$ cat src/rtl/i2cChanSelPkg.sv
package i2cChanSelPkg;

  localparam int CH_COUNT = 2;
  localparam int BYTE_BITS = 8;

  typedef enum logic [2:0] {
    ST_IDLE,
    ST_ADDR,
    ST_ADDR_ACK,
    ST_WR,
    ST_WR_ACK,
    ST_RD,
    ST_RD_ACK
  } busState_t;

  // strobes from control to datapath
  typedef struct packed {
    logic shiftIn;
    logic latchPend;
    logic commit;
    logic loadTx;
    logic shiftTx;
  } dpStrobe_t;

  // bus events and datapath status back to control
  typedef struct packed {
    logic startDet;
    logic stopDet;
    logic sclRise;
    logic sclFall;
    logic sdaNow;
    logic sclNow;
    logic addrHit;
    logic rwBit;
    logic txMsb;
  } busEvent_t;

endpackage

$ cat src/rtl/i2cChanSelData.sv
module i2cChanSelData
  import i2cChanSelPkg::*;
#(
  parameter int SYNC_STAGES = 2,
  parameter logic [3:0] ADDR_PREFIX = 4'b1110
) (
  input  logic                clk,
  input  logic                rstN,
  input  logic                sclIn,
  input  logic                sdaIn,
  input  logic [2:0]          addrPins,
  input  logic [CH_COUNT-1:0] irqInN,
  input  dpStrobe_t           stb,
  output busEvent_t           ev,
  output logic [CH_COUNT-1:0] chanEn
);

  localparam int LAST = SYNC_STAGES - 1;

  logic [SYNC_STAGES-1:0] sclSync, sdaSync;
  logic sclPrev, sdaPrev;
  logic [BYTE_BITS-1:0] rxShift, txShift;
  logic [2:0] pendReg, activeReg;
  logic pendValid;

  // input synchronisers
  always_ff @(posedge clk or negedge rstN) begin
    if (!rstN) begin
      sclSync[0] <= 1'b1;
      sdaSync[0] <= 1'b1;
    end else begin
      sclSync[0] <= sclIn;
      sdaSync[0] <= sdaIn;
    end
  end

  for (genvar s = 1; s < SYNC_STAGES; s++) begin : g_sync
    always_ff @(posedge clk or negedge rstN) begin
      if (!rstN) begin
        sclSync[s] <= 1'b1;
        sdaSync[s] <= 1'b1;
      end else begin
        sclSync[s] <= sclSync[s-1];
        sdaSync[s] <= sdaSync[s-1];
      end
    end
  end

  always_ff @(posedge clk or negedge rstN) begin
    if (!rstN) begin
      sclPrev <= 1'b1;
      sdaPrev <= 1'b1;
    end else begin
      sclPrev <= sclSync[LAST];
      sdaPrev <= sdaSync[LAST];
    end
  end

  assign ev.sclNow   = sclSync[LAST];
  assign ev.sdaNow   = sdaSync[LAST];
  assign ev.sclRise  = !sclPrev && sclSync[LAST];
  assign ev.sclFall  = sclPrev && !sclSync[LAST];
  assign ev.startDet = sclPrev && sclSync[LAST] && sdaPrev && !sdaSync[LAST];
  assign ev.stopDet  = sclPrev && sclSync[LAST] && !sdaPrev && sdaSync[LAST];
  assign ev.addrHit  = (rxShift[7:1] == {ADDR_PREFIX, addrPins});
  assign ev.rwBit    = rxShift[0];
  assign ev.txMsb    = txShift[BYTE_BITS-1];

  // shift registers and control storage
  always_ff @(posedge clk or negedge rstN) begin
    if (!rstN) begin
      rxShift   <= '0;
      txShift   <= '1;
      pendReg   <= '0;
      pendValid <= 1'b0;
      activeReg <= '0;
    end else begin
      if (stb.shiftIn) rxShift <= {rxShift[BYTE_BITS-2:0], ev.sdaNow};
      if (stb.loadTx) txShift <= {2'b00, ~irqInN[1], ~irqInN[0], 1'b0, activeReg};
      else if (stb.shiftTx) txShift <= {txShift[BYTE_BITS-2:0], 1'b1};
      if (stb.latchPend) begin
        pendReg   <= rxShift[2:0];
        pendValid <= 1'b1;
      end else if (stb.commit && pendValid) begin
        activeReg <= pendReg;
        pendValid <= 1'b0;
      end
    end
  end

  for (genvar c = 0; c < CH_COUNT; c++) begin : g_chan
    assign chanEn[c] = activeReg[2] && (activeReg[0] == (c == 1));
  end

  p_chan_onehot_r5: assert property (@(posedge clk) disable iff (!rstN)
    $onehot0(chanEn));

  p_chan_hold_r4: assert property (@(posedge clk) disable iff (!rstN)
    !$stable(chanEn) |-> $past(ev.stopDet));

endmodule

$ cat src/rtl/i2cChanSelCtrl.sv
module i2cChanSelCtrl
  import i2cChanSelPkg::*;
(
  input  logic      clk,
  input  logic      rstN,
  input  busEvent_t ev,
  output dpStrobe_t stb,
  output logic      sdaPullDown
);

  busState_t state, nState;
  logic [3:0] bitCnt, nCnt;
  logic ackSeen, nAck;

  always_ff @(posedge clk or negedge rstN) begin
    if (!rstN) begin
      state   <= ST_IDLE;
      bitCnt  <= '0;
      ackSeen <= 1'b0;
    end else begin
      state   <= nState;
      bitCnt  <= nCnt;
      ackSeen <= nAck;
    end
  end

  always_comb begin
    stb    = '0;
    nState = state;
    nCnt   = bitCnt;
    nAck   = ackSeen;
    if (ev.stopDet) begin
      stb.commit = 1'b1;
      nState     = ST_IDLE;
    end else if (ev.startDet) begin
      nState = ST_ADDR;
      nCnt   = '0;
    end else begin
      case (state)
        ST_ADDR: begin
          if (ev.sclRise) begin
            stb.shiftIn = 1'b1;
            nCnt        = bitCnt + 4'd1;
          end else if (ev.sclFall && bitCnt == 4'd8) begin
            nState = ev.addrHit ? ST_ADDR_ACK : ST_IDLE;
          end
        end
        ST_ADDR_ACK: begin
          if (ev.sclFall) begin
            nCnt = '0;
            if (ev.rwBit) begin
              nState     = ST_RD;
              stb.loadTx = 1'b1;
            end else begin
              nState = ST_WR;
            end
          end
        end
        ST_WR: begin
          if (ev.sclRise) begin
            stb.shiftIn = 1'b1;
            nCnt        = bitCnt + 4'd1;
          end else if (ev.sclFall && bitCnt == 4'd8) begin
            stb.latchPend = 1'b1;
            nState        = ST_WR_ACK;
          end
        end
        ST_WR_ACK: begin
          if (ev.sclFall) begin
            nState = ST_WR;
            nCnt   = '0;
          end
        end
        ST_RD: begin
          if (ev.sclRise) begin
            nCnt = bitCnt + 4'd1;
          end else if (ev.sclFall) begin
            if (bitCnt == 4'd8) nState = ST_RD_ACK;
            else stb.shiftTx = 1'b1;
          end
        end
        ST_RD_ACK: begin
          if (ev.sclRise) begin
            nAck = !ev.sdaNow;
          end else if (ev.sclFall) begin
            if (ackSeen) begin
              nState     = ST_RD;
              stb.loadTx = 1'b1;
              nCnt       = '0;
            end else begin
              nState = ST_IDLE;
            end
          end
        end
        default: ;
      endcase
    end
  end

  assign sdaPullDown = (state == ST_ADDR_ACK) || (state == ST_WR_ACK) ||
                       (state == ST_RD && !ev.txMsb);

  p_sda_scl_low_r11: assert property (@(posedge clk) disable iff (!rstN)
    !$stable(sdaPullDown) |-> !ev.sclNow);

  p_nack_release_r7: assert property (@(posedge clk) disable iff (!rstN)
    (state == ST_RD_ACK && ev.sclFall && !ackSeen && !ev.startDet && !ev.stopDet)
      |=> (state == ST_IDLE && !sdaPullDown));

  p_mismatch_quiet_r2: assert property (@(posedge clk) disable iff (!rstN)
    (state == ST_ADDR && ev.sclFall && bitCnt == 4'd8 && !ev.addrHit &&
     !ev.startDet && !ev.stopDet) |=> !sdaPullDown);

endmodule

$ cat src/rtl/i2cChanSel.sv
module i2cChanSel
  import i2cChanSelPkg::*;
#(
  parameter int SYNC_STAGES = 2,
  parameter logic [3:0] ADDR_PREFIX = 4'b1110
) (
  input  logic       clk,
  input  logic       rstN,
  input  logic       sclIn,
  input  logic       sdaIn,
  output logic       sdaPullDown,
  input  logic [2:0] addrPins,
  input  logic [1:0] irqInN,
  output logic       irqOutN,
  output logic [1:0] chanEn
);

  dpStrobe_t stb;
  busEvent_t ev;

  i2cChanSelData #(
    .SYNC_STAGES(SYNC_STAGES),
    .ADDR_PREFIX(ADDR_PREFIX)
  ) u_data (
    .clk(clk),
    .rstN(rstN),
    .sclIn(sclIn),
    .sdaIn(sdaIn),
    .addrPins(addrPins),
    .irqInN(irqInN),
    .stb(stb),
    .ev(ev),
    .chanEn(chanEn)
  );

  i2cChanSelCtrl u_ctrl (
    .clk(clk),
    .rstN(rstN),
    .ev(ev),
    .stb(stb),
    .sdaPullDown(sdaPullDown)
  );

  assign irqOutN = &irqInN;

  p_irq_combine_r9: assert property (@(posedge clk) disable iff (!rstN)
    (irqOutN == 1'b0) == (irqInN != 2'b11));

endmodule

$ cat config.mk
export PLATFORM = sky130hd
export DESIGN_NAME = i2cChanSel
export DESIGN_NICKNAME = d
export VERILOG_FILES = /design/src/rtl/i2cChanSelPkg.sv /design/src/rtl/i2cChanSelData.sv /design/src/rtl/i2cChanSelCtrl.sv /design/src/rtl/i2cChanSel.sv
export SDC_FILE = /design/constraint.sdc
export NUM_CORES = 1
export LEC_CHECK = 0
export ABC_CLOCK_PERIOD_IN_PS = 2400
export CAP_MARGIN = 5
export CELL_PAD_IN_SITES_DETAIL_PLACEMENT = 1
export CELL_PAD_IN_SITES_GLOBAL_PLACEMENT = 1
export CORE_UTILIZATION = 50
export DETAILED_ROUTE_END_ITERATION = 6
export DONT_BUFFER_PORTS = 1
export GPL_TIMING_DRIVEN = 0
export PLACE_DENSITY = 0.82
export SLEW_MARGIN = 20
export SYNTH_ARGS = -nofsm -noshare
export SYNTH_HDL_FRONTEND = slang
export SYNTH_HIERARCHICAL = 1
export SYNTH_SLANG_ARGS = --single-unit
$ cat constraint.sdc
create_clock -name clk -period 2.4 [get_ports clk]
set_clock_uncertainty 0.05 [all_clocks]
set_input_delay 0.24 -clock clk [delete_from_list [all_inputs] [get_ports clk]]
set_output_delay 0.24 -clock clk [all_outputs]
set_load 0.02 [all_outputs]
# == Word level (Yosys, flattened, before mapping) ==
# Index checks and enable logic that the tools add are counted.
# word_totals
ff_bits,37
latchBits,0
mem_bits_rw,0
mem_bits_ro,0
input_bits,9
out_inout_bits,4
elab_cells,124
memories,0
# op_classes
n_addsub,1
n_mul,0
div_mod_pow,0
n_lt_le_gt_ge,0
eq_ne,24
shift,0
n_mux,48
bitwise_logic,6
reduce_logical,31
# op_table
operator,count
2-to-1 mux 3 bit,15
"inequality test 4 x 3 -> 1 bit, second input constant",7
2-to-1 mux 4 bit,6
one-hot mux 3 bit (6 select lines),1
2-to-1 mux 1 bit,17
2-to-1 mux 8 bit,2
"inequality test 4 bit, second input constant",4
logical AND 1 bit,12
one-hot mux 4 bit (3 select lines),1
AND reduction 12 bit,1
2-to-1 mux 2 bit,5
"equality test 3 bit, second input constant",3
nonzero test 8 bit,1
equality test 7 bit,1
AND reduction 7 bit,1
"equality test 3 x 2 -> 1 bit, second input constant",2
"inequality test 3 x 1 -> 1 bit, second input constant",2
"inequality test 3 x 2 -> 1 bit, second input constant",2
NOT 1 bit,6
zero test 1 bit,5
"adder 4 x 1 -> 4 bit, second input constant",1
"equality test 4 bit, second input constant",1
AND reduction 2 bit,2
AND reduction 4 bit,1
other kinds (8),11

# == Logic depth before layout (Yosys ltp) ==
# Gate-level depths: netlist of run 1.
# logic_depth
word_depth,10
depth_mapped,8

# == Cells and area by module ==
# The synthesis of run 1 kept the hierarchy.
# by_module_without_submodules
mod,instances,cells_per_inst,area_each_um2
i2cChanSelData,1,84,1208.7
i2cChanSelCtrl,1,87,737.0
i2cChanSel,1,1,6.3

# == Least setup slack after synthesis of run 1 ==
# No wires, ideal clock.
# synth_path
kind,register -> register
start,register u_data.sclSync[1] (netlist: u_data/ev[3])
end,register u_data.activeReg[0]
setup_time_ps,125
arrival_time_ps,1963
required_time_ps,2225
path_slack_ps,262
path_stages_with_launch,8
path_buffers,0
synth_period_minus_slack_ps,2138
cell_sequence,dfstp_2 -> nand2_1 -> nor3b_1 -> nor2_1 -> nand2_1 -> nor3_1 -> nand3b_4 -> mux2_4
# synth_rtl
element,line_no,source
from (decl),i2cChanSelData.sv:20,"logic [SYNC_STAGES-1:0] sclSync, sdaSync;"
"from (signal, indexed assignment)",i2cChanSelData.sv:43,sclSync[s] <= sclSync[s-1];
to (signal assigned),i2cChanSelData.sv:85,activeReg <= pendReg;
to (decl),i2cChanSelData.sv:23,"logic [2:0] pendReg, activeReg;"

==> results.md, run 1 <==
Power and ir drop:
- The static leakage power is ~0.99 nW.
- Power spread over the standard cell area amounts to ~940 nW/um^2.
- The share of total power dissipated in combinational logic is 0.335.
- The clock power share is 0.216.
- Summed over all nets, the switching power comes to slightly above 700 uW.
- The overall power is 2.065 mW.
- The cell-internal power is about 1.3 mW.
- The power share of the sequential group is 0.449.
- The switching portion of total power is 0.3500.
- The worst-case IR drop observed on VDD is between 0.4 and 0.5 mV.

Floorplanning:
- In this run the core area contains 22 standard-cell rows.
- The effective utilization at floorplan is 0.5271.
- The height of the chip is roughly 64 microns.
- The number of top-level pins is 13.
- In this run the horizontal extent of the chip is 64.36 microns.
- The floorplan step defined a core boundary enclosing roughly 3700 sq um.
- The overall die area is around 4100 sq um.

Detailed routing:
- The detail-routed via count per cell is roughly 5.7.
- The sum of routed wire length over all layers is 4151 microns.
- The first routing iteration left a little over 80 violations.
- For this run, design rule violations remaining after detail routing come to 0.
- The final routed wire length divided by cell count is 17.82 microns.
- Summing over every cut layer, the via total after detailed routing is approximately 1300.
- The pre-antenna-repair detailed-routing pass consisted of 4 iterations.
- The count of nets left with antenna violations after detail routing is 0.

Global route:
- Entering global routing, the biggest net connects 38 pins.
- The all-layer global routing usage is 0.2326.
- The number of global-route vias before repair came to 1429.
- The first global-routing pass estimated about 7000 microns of wire.
- The layer with the highest usage is met2.
- The initial antenna violation count is 0.
- The met2 usage is 0.3921.
- For met3 alone, demand over resource in global routing was 0.03750.
- For met1 alone, demand over resource in global routing was 0.2991.
- After global routing the overflow that remains totals 0.

Place:
- In this run, placement finished with an instance count of 219.
- The placed instances occupy a cell area of approximately 2000 sq um.
- At the end of routability-driven placement, the weighted congestion stood at 0.7695.
- The HPWL reported at the end of detailed placement is approximately 2900 microns.
- The number of buffers added on ports is 0.

Logic synthesis:
- The net count after synthesis is roughly 180.
- The cell area after technology mapping is 1944 sq um.
- The number of synthesis warnings is 6.
- The average cell area after synthesis is 11.37 sq um.
- Counting every instance in the synthesized netlist gives 171.

Layout:
- Counting the fill cells in the layout gives ~390.
- Of the cells placed in the final design, the portion with a size suffix greater than 1 is 0.3135.
- The final design area excluding fillers is between 2000 and 2500 sq um.
- Summing all flip-flop and latch instances after layout gives between 900 and 1000 sq um.
- The count of antenna diodes in the layout is 0.
- Once layout is complete, the cells apart from fillers number 233.
- Summing all multi-input logic gate instances after layout gives 933.4 sq um.
- The number of nets in the finished design is slightly below 200.
- From synthesis to final layout, the design area changed by 13.26%.

Clock tree:
- The clock input transition at the sequential cells of the worst setup and hold paths is approximately 0.08 ns.
- For the worst-skew pair, the clock arrives at the later sink with an insertion delay of just under 0.3 ns.
- The clock tree buffer depth is 2.
- The H-tree level count is 2.
- The clock tree from TritonCTS is yes.
- The clock net in this run drives a total of 37 sinks.
- CTS placed an instance of sky130_fd_sc_hd__clkbuf_8 at the clock tree root.
- The post-CTS setup buffer count is 0.
- In this run, CTS created clock tree buffers numbering 5.

Worst setup path:
- The category of the most critical setup path is flop to flop.
- The highest net fanout along the worst path is 10.
- The data arrival time of the worst path is 2.35 ns.
- The startpoint type of the worst setup path is a flop.
- The critical path data required time is 2.52 ns.
- The endpoint type of the worst setup path is a flop.

STA:
- Based on the critical path, the design can be clocked at up to around 450 MHz.
- Counting I/O delays and the setup requirement, the final critical path takes ~2.2 ns.
- The max-slew violation count is 0.
- The pin slew with the least headroom to its limit is 0.6268 ns.
- The tightest hold path in the finished design has a slack of 0.3134 ns.
- The number of failing hold endpoints at the final stage was 0.
- The tightest slew margin relative to the limit is 0.5777.
- Setup repair after global routing left no endpoint under its margin.
- The post-route clock period utilization is 0.9277.
- Setup violations remaining at the end of the flow were counted as 0.

Outcome:
- The run finished with clean final reports.

Hold path:
- The class of the tightest hold or removal check is flop to flop.

Job:
- Max-cap violations in this run came to 0.
[cell type report]
cell class                 count  share of cell area
inverter                       6             0.01023
tap                           48             0.02727
clock buffer                   8             0.04091
timing repair buffer           6             0.03182
sequential                    37              0.4284
buffer                        13             0.03750
multi-input combinational    115              0.4239
[sequential cells by signal, indices dropped and copies added, names as in the netlist]
signal            count
u_data/rxShift        8
u_data/txShift        8
u_ctrl/bitCnt         4
u_ctrl/state          3
u_data/activeReg      3
u_data/pendReg        3
u_data/ev             2
u_ctrl/ackSeen        1
u_data/pendValid      1
u_data/sclPrev        1
u_data/sclSync        1
u_data/sdaPrev        1
u_data/sdaSync        1
[timing repair]
action | CTS | global route
setup endpoints to repair | 21 | 18
hold endpoints to repair | 41 | 0
hold buffers | 6 | 0
resized for setup | 3 | 6
[final timing paths]
kind / to / start / slack [ns] / cells after the start
setup reg to reg: u_data/activeReg[1] / u_data/sclPrev / 0.17 / 6
setup / recovery: u_data/activeReg[1] / u_data/sclPrev / 0.17 / 6
hold / removal: u_data/ev[3] / u_data/sclSync[0] / 0.31 / 0
min in group asynchronous: u_ctrl/bitCnt[1] / rstN / 0.34 / 2
hold reg to reg: u_data/ev[3] / u_data/sclSync[0] / 0.31 / 0
max in group asynchronous: u_data/txShift[6] / rstN / 1.69 / 2
[worst max-delay path, stage by stage, from the launching register on]
cell and delay [ns]:
sky130_fd_sc_hd__dfstp_2 0.55, sky130_fd_sc_hd__nor2b_1 0.09, sky130_fd_sc_hd__clkbuf_2 0.20, sky130_fd_sc_hd__nand4b_1 0.34
sky130_fd_sc_hd__nor3_4 0.35, sky130_fd_sc_hd__nand3b_4 0.22, sky130_fd_sc_hd__mux2_4 0.30
[placed cells by master, fill, tap and decap left out, types with 2 or more instances in the layout]
master,count
sky130_fd_sc_hd__inv_1,6
sky130_fd_sc_hd__a221oi_1,2
sky130_fd_sc_hd__buf_4,5
sky130_fd_sc_hd__nor2_1,10
sky130_fd_sc_hd__o21ai_0,6
sky130_fd_sc_hd__dfrtp_1,23
sky130_fd_sc_hd__nor2b_1,4
sky130_fd_sc_hd__mux2i_1,10
sky130_fd_sc_hd__and2_1,3
sky130_fd_sc_hd__xor2_1,4
sky130_fd_sc_hd__nand2_1,12
sky130_fd_sc_hd__mux2_2,11
sky130_fd_sc_hd__dlygate4sd3_1,5
sky130_fd_sc_hd__o22ai_1,2
sky130_fd_sc_hd__buf_2,5
sky130_fd_sc_hd__nand4b_1,3
sky130_fd_sc_hd__nor3_1,2
sky130_fd_sc_hd__a211o_1,2
sky130_fd_sc_hd__mux2_4,3
sky130_fd_sc_hd__dfstp_2,14
sky130_fd_sc_hd__clkbuf_1,3
sky130_fd_sc_hd__clkbuf_8,6
sky130_fd_sc_hd__ha_1,2
sky130_fd_sc_hd__a21o_1,2
sky130_fd_sc_hd__nand3_1,3
sky130_fd_sc_hd__nor4_1,4
[power groups by stage]
stage          Clock (mW)  Combinational [mW]  Sequential, mW
6_report            0.446               0.691           0.928
5_1_grt             0.470               0.769           0.950
4_1_cts             0.456               0.680           0.928
3_5_place_dp            0               0.648           0.938
3_3_place_gp            0               0.601           0.921
2_1_floorplan           0               0.534           0.892
[layer usage]
| layer | up-vias | share of wire |
|---|---|---|
| met5 | - | 0 |
| met4 | 0 | 0.019 |
| met3 | 9 | 0.023 |
| met2 | 18 | 0.51 |
| met1 | 668 | 0.44 |
| li1 | 641 | - |
[through the flow]
step / setup TNS, ns / util / setup WS [ns]
global route: 0 / 0.5970 / 0.03060
CTS: 0 / 0.5902 / 0.05237
finish: 0 / 0.5970 / 0.1735
global placement: -1.933 / 0.5434 / -0.2046
detailed placement: -4.112 / 0.5434 / -0.3544
floorplan: 0 / - / 0.2697
Power figures use the tool's default switching activity.
==> inputs of run 2 (changes only) <==
ABC_AREA = 1   (was default)
CORE_UTILIZATION = 46   (was 50)
PLACE_DENSITY = 0.81   (was 0.82)
==> results.md, run 2 <==
Outcome:
- The flow ran to the end, and the final reports show no timing, DRC or antenna violations.

Detailed routing:
- The final routed wire length divided by cell count was 14.90 microns (-16%).
- The count of nets left with antenna violations after detail routing is 0 (unchanged).
- The routed via count came to 1635 (+22%).
- The first-pass detailed-route iteration total is 4 (unchanged).
- The number of remaining DRC errors was 0 (unchanged).
- The initial DRC count is 95 (+16%).
- The sum of routed wire length over all layers is 4707 microns (+13%).
- The detail-routed via count per cell is 5.174 (-9.8%).

Global route:
- The initial antenna violation count is 0 (unchanged).
- The largest net degree at the start of global routing is 38 (unchanged).
- The remaining global-route overflow is 0 (unchanged).
- The first-pass GRT wire length is 7527 microns (+5.2%).
- The number of global-route vias before repair is 1640 (+15%).
- The all-layer global routing usage was 0.2313 (-0.001357).

Clock tree:
- The CTS sink count is 37 (unchanged).
- The insertion delay to the later sink of the worst-skew pair is 0.29 ns (about the same).
- The clock tree buffer depth is 2 (unchanged).
- The H-tree level count is 2 (unchanged).
- The clock input transition at the sequential cells of the worst setup and hold paths is 0.07 ns (about the same).
- The tree is rooted in a sky130_fd_sc_hd__clkbuf_8.
- TritonCTS built the clock tree.
- The total CTS buffers was 5 (unchanged).
- The post-CTS setup buffer count is 0 (unchanged).

Worst setup path:
- Broken down by cell family, the worst path's largest delay share belongs to simple AND/OR/NAND/NOR gates.
- For this design, the slowest cell found on the critical path is sky130_fd_sc_hd__dfstp_2.
- The number of cells on the worst reg-to-reg path is 10 (+4).
- The number of buffer and inverter instances along the worst setup path is 3 (+2).
- The reg-to-reg critical path endpoint is u_data/txShift[4].
- The reg2reg setup slack is 0.24 ns (+0.06 ns).
- The highest net fanout along the worst path is 10 (unchanged).
- The endpoint type of the worst setup path is a flop.
- The critical path's largest stage delay is 0.55 ns (about the same).
- Among the stages of the critical path, the cell type that occurs most often is sky130_fd_sc_hd__inv_1.
- Traced cell by cell, the critical path runs through inv_1, nand2_1, nor2_1, nor2_4, inv_1, nor3_2, inv_1, nor2_1, nand2_1, o211ai_1.
- The data arrival time of the worst path came to 2.31 ns (-0.04 ns).
- In this run the critical register-to-register path is launched from u_data/ev[4].
- The category of the most critical setup path is flop to flop.
- The startpoint type of the worst setup path is a flop.
- The critical path data required time is 2.55 ns (+0.03 ns).

Layout:
- The largest registers in the layout are u_data/rxShift x8, u_data/txShift x8, u_ctrl/bitCnt x4.
- The ratio of cells with drive above 1 in the final layout came to 0.1955 (-0.1180).
- The sequential cell area is 943.4 sq um (unchanged).
- The count of antenna diodes in the layout is 0 (unchanged).
- The number of fill cells is 520 (+32%).
- The number of nets in the finished design came to 276 (+42%).
- The multi-input logic area is 878.3 sq um (-5.9%).
- From synthesis to final layout, the design area changed by 12.11%.
- Leaving out fill and tap cells, the most frequent cell in the layout is sky130_fd_sc_hd__nand2_1.
- The library cells used most frequently in the layout, excluding fill and tap cells, are 69 x sky130_fd_sc_hd__nand2_1, 33 x sky130_fd_sc_hd__inv_1, 29 x sky130_fd_sc_hd__nor2_1.

Floorplanning:
- The standard cell core area was 4058 sq um (+10%).
- The standard-cell row count was 23 (+4.5%).
- The floorplan die width was 67.68 microns (+5.2%).
- The height of the chip is 67.68 microns (+5.2%).
- The overall die area is 4581 sq um (+11%).
- The effective utilization at floorplan is 0.4891 (-0.03808).
- The number of top-level pins came to 13 (unchanged).

Place:
- The HPWL reported at the end of detailed placement came to 3255 microns (+13%).
- The placer congestion estimate is 0.8439 (+9.7%).
- The number of buffers added on ports is 0 (unchanged).
- The worst slack at placement is 0.01284 ns (+0.3673 ns).

STA:
- The number of failing hold endpoints at the final stage came to 0 (unchanged).
- The max-slew violation count is 0 (unchanged).
- The time the worst path needs with I/O delays and setup came to 2.164 ns (-0.06270 ns).
- The tightest slew margin relative to the limit is 0.6667 (+0.08901).
- The post-route clock period utilization was 0.9016 (-0.02613).
- The accumulated negative setup slack is 0 ns (unchanged).
- Setup repair after global routing left no endpoint under its margin.
- The worst setup slack after layout came to 0.2362 ns (+0.06270 ns).
- The top achievable clock speed is 462.2 MHz (+2.9%).
- The pin slew with the least headroom to its limit is 0.4978 ns (-0.1291 ns).
- The setup violation total in the final timing report came to 0 (unchanged).

Power and ir drop:
- The total power density per cell area was 779.1 nW/um^2 (-17%).
- The static leakage power is 1.017 nW (+2.9%).
- The worst supply voltage drop on vdd is 0.4033 mV (-8.4%).

Logic synthesis:
- The cell area after technology mapping is 1984 sq um (+2.1%).
- The number of synthesis warnings is 6 (unchanged).
- The average cell area after synthesis is 7.843 sq um (-31%).
- The net count after synthesis is 264 (+45%).
- The post-synthesis instance total is 253 (+48%).

Hold path:
- The worst hold path stage count is 3 (+3).
- The startpoint of the most critical hold path is irqInN[1].
- The worst hold path belongs to the class input pin to flop.
- The capture endpoint of the worst hold path is u_data/txShift[5].

Job:
- The number of max-capacitance violations reported is 0 (unchanged).
-- run 2: cell count changes in the layout (fill, tap and decap cells not counted), moves of 6 or more --
cell,change
sky130_fd_sc_hd__a21oi_1,+6
sky130_fd_sc_hd__inv_1,+27
sky130_fd_sc_hd__mux2_2,-11
sky130_fd_sc_hd__mux2i_1,-10
sky130_fd_sc_hd__nand2_1,+57
sky130_fd_sc_hd__nand3_1,+15
sky130_fd_sc_hd__nor2_1,+19
sky130_fd_sc_hd__o21ai_0,+7
-- run 2: layout make-up --
class / count / area share
Multi-Input combinational cell: 172 / 0.3948
Tap cell: 50 / 0.02812
Clock inverter: 2 / 0.004499
Clock buffer: 6 / 0.03262
Sequential cell: 37 / 0.4241
Inverter: 37 / 0.06355
Buffer: 7 / 0.02531
Timing Repair Buffer: 5 / 0.02700
-- run 2: worst max path at each step --
| stage | endpoint | depth (start not counted) | startpoint |
|---|---|---|---|
| floorplan | u_data/rxShift[1] | 8 | u_data/ev[4] |
| global placement | u_data/rxShift[6] | 8 | u_data/ev[4] |
| detailed placement | u_data/rxShift[3] | 9 | u_data/ev[4] |
| CTS | u_data/rxShift[3] | 9 | u_data/ev[4] |
| global route | u_data/txShift[4] | 10 | u_data/ev[4] |
| finish | u_data/txShift[4] | 10 | u_data/ev[4] |
-- run 2: repair_timing --
| action | in CTS | in global routing |
|---|---|---|
| hold buffers | 5 | 0 |
| hold endpoints to repair | 40 | 0 |
| setup endpoints to repair | 0 | 16 |
| resized for setup | 0 | 5 |
-- run 2: metal layers --
metal  vias up  GRT usage  wire length, microns
met4         0    0.09309                    72
met3         6    0.04730                   111
li1        813          -                     -
met5         -          0                     0
met2        16     0.3812                  2376
met1       800     0.2928                  2148
-- run 2: report_power, final --
group          internal (mW)  switching [mW]
registers              0.737          0.0913
clock network          0.202           0.227
logic                  0.171           0.305
total                   1.11           0.623
-- run 2: worst register-to-register path, stage by stage (launching register included) --
cell and delay, ns:
sky130_fd_sc_hd__dfstp_2 0.55, sky130_fd_sc_hd__inv_1 0.08, sky130_fd_sc_hd__nand2_1 0.07, sky130_fd_sc_hd__nor2_1 0.07, sky130_fd_sc_hd__nor2_4 0.24, sky130_fd_sc_hd__inv_1 0.18, sky130_fd_sc_hd__nor3_2 0.31, sky130_fd_sc_hd__inv_1 0.07
sky130_fd_sc_hd__nor2_1 0.26, sky130_fd_sc_hd__nand2_1 0.09, sky130_fd_sc_hd__o211ai_1 0.12
-- run 2: metrics by stage --
step	hold slack [ns]	instances	util	power (mW)	cell area, sq um
floorplan	-0.1056	253	-	1.174	1984
global placement	-0.1040	303	0.5045	1.258	2047
detailed placement	-0.1041	303	0.5060	1.288	2053
CTS	0.05797	316	0.5412	1.742	2196
global route	0.07248	316	0.5483	1.847	2225
finish	0.06509	316	0.5483	1.733	2225
